[src/rtl/ldst_agen_pkg.sv]
package ldst_agen_pkg;
    typedef enum logic [1:0] {
        SH_LSL = 2'd0,
        SH_LSR = 2'd1,
        SH_ASR = 2'd2,
        SH_ROR = 2'd3
    } shift_kind_e;
endpackage

[src/rtl/ldst_agen_shifter.sv]
module ldst_agen_shifter
    import ldst_agen_pkg::*;
#(
    parameter int DW = 32,
    localparam int AW = $clog2(DW)
) (
    input  logic [DW-1:0] data_i,
    input  shift_kind_e   kind_i,
    input  logic [AW-1:0] amt_i,
    output logic [DW-1:0] data_o
);
    logic [2*DW-1:0] rot_wide;

    always_comb begin
        rot_wide = {data_i, data_i} >> amt_i;
        unique case (kind_i)
            SH_LSL:  data_o = data_i << amt_i;
            SH_LSR:  data_o = data_i >> amt_i;
            SH_ASR:  data_o = DW'($signed(data_i) >>> amt_i);
            default: data_o = rot_wide[DW-1:0];
        endcase
    end
endmodule

[src/rtl/ldst_agen_offset.sv]
module ldst_agen_offset #(
    parameter int DW    = 32,
    parameter int IMM_W = 12
) (
    input  logic [DW-1:0]    base_i,
    input  logic [IMM_W-1:0] imm_i,
    input  logic [DW-1:0]    shifted_i,
    input  logic             use_reg_i,
    input  logic             up_i,
    output logic [DW-1:0]    modified_o
);
    logic [DW-1:0] imm_ext;
    logic [DW-1:0] offset;

    generate
        if (DW > IMM_W) begin : g_zext
            assign imm_ext = {{(DW-IMM_W){1'b0}}, imm_i};
        end else begin : g_trunc
            assign imm_ext = imm_i[DW-1:0];
        end
    endgenerate

    always_comb begin
        offset     = use_reg_i ? shifted_i : imm_ext;
        modified_o = up_i ? (base_i + offset) : (base_i - offset);
    end
endmodule

[src/rtl/ldst_agen.sv]
module ldst_agen
    import ldst_agen_pkg::*;
#(
    parameter int DW    = 32,
    parameter int IMM_W = 12,
    localparam int AW   = $clog2(DW)
) (
    input  logic             clk,
    input  logic             rst_n,
    input  logic             in_valid,
    input  logic [DW-1:0]    base_i,
    input  logic [DW-1:0]    reg_off_i,
    input  logic [IMM_W-1:0] imm12_i,
    input  logic             off_is_reg_i,
    input  logic [1:0]       shift_type_i,
    input  logic [AW-1:0]    shift_amt_i,
    input  logic             up_i,
    input  logic             pre_i,
    input  logic             wb_i,
    input  logic             priv_i,
    output logic             out_valid,
    output logic [DW-1:0]    addr_o,
    output logic [DW-1:0]    new_base_o,
    output logic             wb_en_o,
    output logic             force_user_o
);
    typedef struct packed {
        logic          vld;
        logic [DW-1:0] addr;
        logic [DW-1:0] nbase;
        logic          wben;
        logic          fuser;
    } stage_t;

    stage_t        st_d, st_q;
    logic [DW-1:0] shifted;
    logic [DW-1:0] modified;

    ldst_agen_shifter #(.DW(DW)) shifter_i (
        .data_i (reg_off_i),
        .kind_i (shift_kind_e'(shift_type_i)),
        .amt_i  (shift_amt_i),
        .data_o (shifted)
    );

    ldst_agen_offset #(.DW(DW), .IMM_W(IMM_W)) offset_i (
        .base_i     (base_i),
        .imm_i      (imm12_i),
        .shifted_i  (shifted),
        .use_reg_i  (off_is_reg_i),
        .up_i       (up_i),
        .modified_o (modified)
    );

    always_comb begin
        st_d     = st_q;
        st_d.vld = in_valid;
        if (in_valid) begin
            st_d.nbase = modified;
            st_d.addr  = pre_i ? modified : base_i;
            st_d.wben  = pre_i ? wb_i : 1'b1;
            st_d.fuser = !pre_i && wb_i && priv_i;
        end
    end

    always_ff @(posedge clk) begin
        if (!rst_n) st_q <= '0;
        else        st_q <= st_d;
    end

    assign out_valid    = st_q.vld;
    assign addr_o       = st_q.addr;
    assign new_base_o   = st_q.nbase;
    assign wb_en_o      = st_q.wben;
    assign force_user_o = st_q.fuser;
endmodule

[config.mk]
export PLATFORM = sky130hd
export DESIGN_NAME = ldst_agen
export DESIGN_NICKNAME = d
export VERILOG_FILES = /design/src/rtl/ldst_agen_pkg.sv /design/src/rtl/ldst_agen_shifter.sv /design/src/rtl/ldst_agen_offset.sv /design/src/rtl/ldst_agen.sv
export SDC_FILE = /design/constraint.sdc
export NUM_CORES = 1
export LEC_CHECK = 0
export ABC_AREA = 1
export BUFFER_PORTS_ARGS = -buffer_cell sky130_fd_sc_hd__buf_2
export CORE_UTILIZATION = 47
export DETAILED_ROUTE_END_ITERATION = 7
export HOLD_SLACK_MARGIN = 0.06
export MAX_ROUTING_LAYER = met4
export PLACE_DENSITY = 0.68
export RECOVER_POWER = 25
export SLEW_MARGIN = 0
export SYNTH_ARGS = -nofsm -noshare
export SYNTH_HDL_FRONTEND = slang
export SYNTH_SLANG_ARGS = --single-unit
[constraint.sdc]
create_clock -name clk -period 5.4 [get_ports clk]
set_input_delay 1.08 -clock clk [delete_from_list [all_inputs] [get_ports clk]]
set_output_delay 1.08 -clock clk [all_outputs]
set_load 0.02 [all_outputs]
# ---- Word level (Yosys, flattened, before mapping)
# Index checks and enable logic that the tools add are counted.
dict set report word_totals {
  wordCells 22
  out_inout_bits 67
  register_bits 67
}
dict set report op_classes {
  shifts 4
  n_reduce_logical 4
  muxes 5
  eq_ne 2
  addsub 2
}
# op count
set op_table {}
lappend op_table {{32-bit two-way mux} 3}
lappend op_table {{32-bit one-hot mux with 3 select lines} 1}
lappend op_table {{64-bit by 5-bit >> shifter with 32-bit output} 1}
lappend op_table {{32-bit adder} 1}
lappend op_table {{32-bit by 5-bit << shifter with 32-bit output} 1}
lappend op_table {{32-bit by 5-bit >> shifter with 32-bit output} 1}
lappend op_table {{32-bit by 5-bit >>> shifter with 32-bit output} 1}
lappend op_table {{32-bit subtractor} 1}
lappend op_table {{2-bit by 1-bit equality test with 1-bit output, second input constant} 1}
lappend op_table {{2-bit equality test, second input constant} 1}
lappend op_table {{1-bit logical AND} 2}
lappend op_table {{2-bit logical NOT} 1}
lappend op_table {{1-bit logical NOT} 1}
lappend op_table {{1-bit two-way mux} 1}

# ---- Depth between registers and ports, before layout
dict set report depth {
  word_depth 6
  depth_mapped 40
}

# ---- Cells and area by module
# A second synthesis with hierarchy kept.
dict set report unflattened {
  cells_unflattened 1906
  hier_area_um2 10343.7
}
# module seq_area_each_um2 area_per_inst_um2 cells_per_inst n_inst
set modules_own_cells {}
lappend modules_own_cells {ldst_agen_shifter 0.0 4185.3 885 1}
lappend modules_own_cells {ldst_agen_offset 0.0 3445.8 659 1}
lappend modules_own_cells {ldst_agen 1341.3 2712.6 362 1}

# ---- Worst setup path before layout
# OpenSTA, ideal clock, no wires.
dict set report synth_timing {
  kind {input to register}
  from {input shift_amt_i[0]}
  to {register st_q, in the netlist new_base_o[22]}
  t_arrival_ps 4678
  path_slack_ps 606
  n_path_buf 2
  path_stages 29
  required_time_ps 5285
  setup_ps 115
  cell_sequence {buf_6 -> inv_4 -> buf_6 -> nand2_2 -> nand2_1 -> nand3_1 -> o21ai_0 -> nand2_1 -> a21oi_1 -> a22oi_2 -> ha_1 -> inv_1 -> nor2_4 -> a31oi_1 -> xnor2_1 -> inv_1 -> ha_1 -> nand2_1 -> o21a_1 -> nand2_1 -> a21boi_0 -> o21ai_2 -> nand3_1 -> nand2_1 -> a21boi_0 -> o21ai_0 -> xor2_1 -> o21ai_0 -> inv_1}
}
dict set report synth_via {
  elab_chain_len 5
  word_cells_on_any_way 9
  cone_classes {2 x add/sub; 4 x shift; 3 x mux}
}
# element line_no
set synth_rtl {}
lappend synth_rtl {{start, declared} ldst_agen.sv:16} ;# input logic [AW-1:0] shift_amt_i,
lappend synth_rtl {{64-bit by 5-bit >> shifter with 32-bit output, or another cell as far along} ldst_agen_shifter.sv:15} ;# rot_wide = {data_i, data_i} >> amt_i;
lappend synth_rtl {{32-bit one-hot mux with 3 select lines *} ldst_agen_shifter.sv:16} ;# unique case (kind_i)
lappend synth_rtl {{32-bit two-way mux *} ldst_agen_offset.sv:24} ;# offset = use_reg_i ? shifted_i : imm_ext;
lappend synth_rtl {{32-bit subtractor / 32-bit adder (equally long branches)} ldst_agen_offset.sv:25} ;# modified_o = up_i ? (base_i + offset) : (base_i - offset);
lappend synth_rtl {{32-bit two-way mux *} ldst_agen_offset.sv:25}
lappend synth_rtl {{end signal, assigned} ldst_agen.sv:68} ;# else st_q <= st_d;
lappend synth_rtl {{end, declared} ldst_agen.sv:35} ;# stage_t st_d, st_q;
# Mark *: on every way between the ends. The rest lies on a longest branch, timed or not.
# A chain may end at the register's enable or synchronous reset.

# ---- Final worst setup path
dict set report layout_timing {
  from {input shift_amt_i[0]}
  to {register st_q, in the netlist new_base_o[30]}
}
# The elaborated chain is that of the path after synthesis.

==> results.py <==
metrics = {
    "run_status": {
        "run_status": "completed",
    },
    "sta": {
        "fin_tns_setup_ns": 0,
        "fmax_ghz": 0.190,
        "slew_headroom_pct": 39.1,
        "clock_skew_ns": 0,
        "fin_ws_ns": 0.139,
        "tightest_slew_ns": 0.913,
        "setup_violations": 0,
        "period_share_pct": 97.4,
        "hold_viol": 0,
        "report.final.slew_viol_count": 0,
        "fin_crit_ns": 5.26,
    },
    "synth": {
        "yosys.area.top_type": "nand2_1",
        "synthArstFlopShare_pct": 0,
        "ys_ff_latch": 67,
        "synth_compound_area_share_pct": 12.7,
        "synth.most_common_cell": "nand2_1",
        "synthTopCellsByArea": "nand2_1 (22%), nand3_1 (20%), dfxtp_1 (14%)",
        "yosysWarnings": 0,
        "synth-main-ff-cell": "dfxtp_1",
        "syn_nets": 1873,
        "synth-simple-area-share_pct": 55.7,
        "syn_area_per_cell_um2": 5.51,
        "netlist_instances": 1749,
        "synth_cell_types": 48,
        "synth_edf_count": 0,
        "synthMuxAreaShare_pct": 0,
        "ys_top_cells_by_count": "nand2_1 (572), nand3_1 (387), nor2_1 (136)",
        "synth_fa_ha_area_share_pct": 4.37,
        "synth-xor-area-share_pct": 4.09,
        "synth_area_mm2": 0.00963,
        "synth_top_family_by_area": "simple AND/OR/NAND/NOR gates",
        "synth_top_area_share_pct": 22.3,
        "seq_area_frac_synth_pct": 13.9,
    },
    "clocking": {
        "cts_root_buffer": "clkbuf_16",
        "cts_buffers": 9,
        "clock-sinks": 67,
        "clk_latency_ns": 0.33,
        "cts_tree": "yes",
        "htree_levels": 3,
        "clockBufferDepth": 2,
        "clkTransAtPathRegs_ns": 0.06,
    },
    "drt": {
        "viasPerCell": 5.96,
        "vias": 13800,
        "drt-total-wl_um": 46400,
        "dr.pass1.iters": 7,
        "ant_nets": 0,
        "dr.first_iter.drc_count": 1564,
        "avgRoutedWirePerCell_um": 20.0,
        "drc": 0,
    },
    "pwr": {
        "total_power_mw": 3.03,
        "vdd_drop_max_v": 0.000174,
        "sequentialPowerShare_pct": 19.6,
        "leakagePower_nw": 6.58,
        "power.density_mw_per_mm2": 238,
        "p_clk_share_pct": 21.3,
        "sw_frac_of_total_pct": 45.2,
        "power_switching_mw": 1.37,
        "combPwrFrac_pct": 59.1,
        "intPower_mw": 1.66,
    },
    "setup_path": {
        "critPathCapture": "new_base_o[30]",
        "ff2ff_path_depth": 4,
        "crit_type": "input pin to register",
        "reg2reg_to": "new_base_o[16]",
        "startpoint": "shift_amt_i[0]",
        "start_kind": "input pin",
        "r2r_slack_ns": 4.56,
        "cp_slowest_cell": "ha_1",
        "max_stage_delay_ns": 0.32,
        "path_common_cell": "nand2_1",
        "required_ns": 5.63,
        "crit_path_end_kind": "register",
        "worstPathArrival_ns": 5.49,
        "crit_fanout": 15,
        "r2r_start": "new_base_o[16]",
    },
    "placed_design": {
        "io_buffers": 157,
        "dpl.hpwl_um": 36200,
        "placedCellCount": 2282,
        "routabilityCongestion": 1.11,
        "preCtsSetupSlack_ns": -0.337,
    },
    "floorplanning": {
        "rows": 51,
        "die_h_um": 145,
        "initial_core_util_pct": 48.7,
        "dieWidth_um": 145,
        "io_pins": 158,
        "core-area_mm2": 0.0198,
        "die_area_mm2": 0.0211,
    },
    "final_layout": {
        "seqCellArea_mm2": 0.00134,
        "final.fill_count": 1866,
        "multi_input_area_mm2": 0.00766,
        "fin_nets": 2169,
        "drive_gt1_share_pct": 24.1,
        "finish.utilization_pct": 64.3,
        "area_growth_pct": 32.1,
        "finalNonFillerCells": 2318,
    },
    "global_routing": {
        "track_usage_pct": 42.8,
        "grt_max_degree": 62,
        "grt_first_pass_wirelength_um": 69300,
        "gr-total-overflow": 0,
        "antenna_found_initial": 0,
        "grt_pass1_vias": 12700,
    },
    "hold_path": {
        "hold_class": "register to register",
    },
    "job": {
        "drv_cap": 0,
    },
}
[metrics by stage]
stage,hold WS (ns),area (um^2)
final,0.464,12700
after detailed placement,0.453,12000
after CTS,0.462,12300
after global placement,0.450,12000
after global routing,0.480,12700
after floorplan,0.544,9630
[state kept, by name, summed over array words and instances (netlist names)]
signal	flops
addr_o	32
force_user_o	1
new_base_o	32
out_valid	1
wb_en_o	1
[worst max-delay path, delay by kind of cell]
family | cells | cell delay, ns
xor gates and xnor gates | 1 | 0.27
adders and majority gates | 1 | 0.32
buffers and inverters | 8 | 0.93
AOI/OAI and AO/OA | 6 | 1.11
and+or+nand+nor | 16 | 1.77
[cells by family after synthesis]
family,Yosys count
xor+xnor,45
simple gates,1192
flops,67
compound gates,215
fa+ha+maj,33
buf+inv,197
[placed cells by master, fill, tap and decap left out, types with 5 or more instances in the layout]
| cell | count |
|---|---|
| a31oi_1 | 25 |
| nor2_4 | 8 |
| o21ai_2 | 6 |
| nand3_2 | 33 |
| dfxtp_1 | 67 |
| xnor2_1 | 17 |
| a21oi_1 | 83 |
| nand3b_1 | 6 |
| ha_1 | 26 |
| inv_1 | 94 |
| inv_2 | 5 |
| xor2_1 | 27 |
| buf_12 | 15 |
| clkbuf_1 | 32 |
| clkbuf_16 | 12 |
| nand2_4 | 10 |
| nand3_1 | 373 |
| nand4_1 | 11 |
| ha_4 | 5 |
| o21ai_0 | 60 |
| o21a_1 | 5 |
| buf_4 | 200 |
| nand2_1 | 556 |
| buf_2 | 123 |
| o211ai_1 | 7 |
| nor2_1 | 134 |
| o21ai_1 | 9 |
| nand2_2 | 37 |
| nor2_2 | 9 |
[metal layers]
metal	wire length [um]	up-vias	track usage [%]
met5	0	-	-
met4	3610	0	30.9
met3	4020	176	4.47
met2	21000	883	68.9
met1	17800	6308	49.7
li1	-	6450	-
[how the worst min path moves through the flow]
stage	start	depth (start not counted)	slack (ns)	to
after global placement	new_base_o[7]	2	0.45	new_base_o[7]
after CTS	new_base_o[6]	2	0.46	new_base_o[6]
after global routing	new_base_o[6]	2	0.48	new_base_o[6]
after detailed placement	new_base_o[6]	2	0.45	new_base_o[6]
after floorplan	addr_o[7]	2	0.54	addr_o[7]
final	new_base_o[4]	2	0.46	new_base_o[4]
[repair_timing]
action | in CTS | in global routing
endpoints found under the hold margin | 0 | 0
cloned | 0 | 4
gates resized for setup | 1 | 66
buffers inserted | 0 | 13
pin swaps | 0 | 28
hold buffers | 0 | 0
endpoints found under the setup margin | 1 | 33
[final cells by class]
type / count / share of cell area [%]
well taps: 265 / 2.61
flip-flops and latches: 67 / 10.5
inverters: 105 / 3.18
multi-input cells: 1485 / 60.2
repair buffers: 376 / 20.8
repair inverters: 1 / 0.0492
clock inverters: 7 / 0.777
clock buffers: 9 / 1.77
diodes: 3 / 0.0590
[power groups by stage]
stage          logic [mW]  registers [mW]  clock network, mW
2_1_floorplan       0.890           0.675                  0
3_3_place_gp         1.63           0.597                  0
3_5_place_dp         1.65           0.600                  0
4_1_cts              1.67           0.591              0.641
5_1_grt              1.92           0.599              0.665
6_report             1.79           0.593              0.645
(Power assumes the default switching activity.)
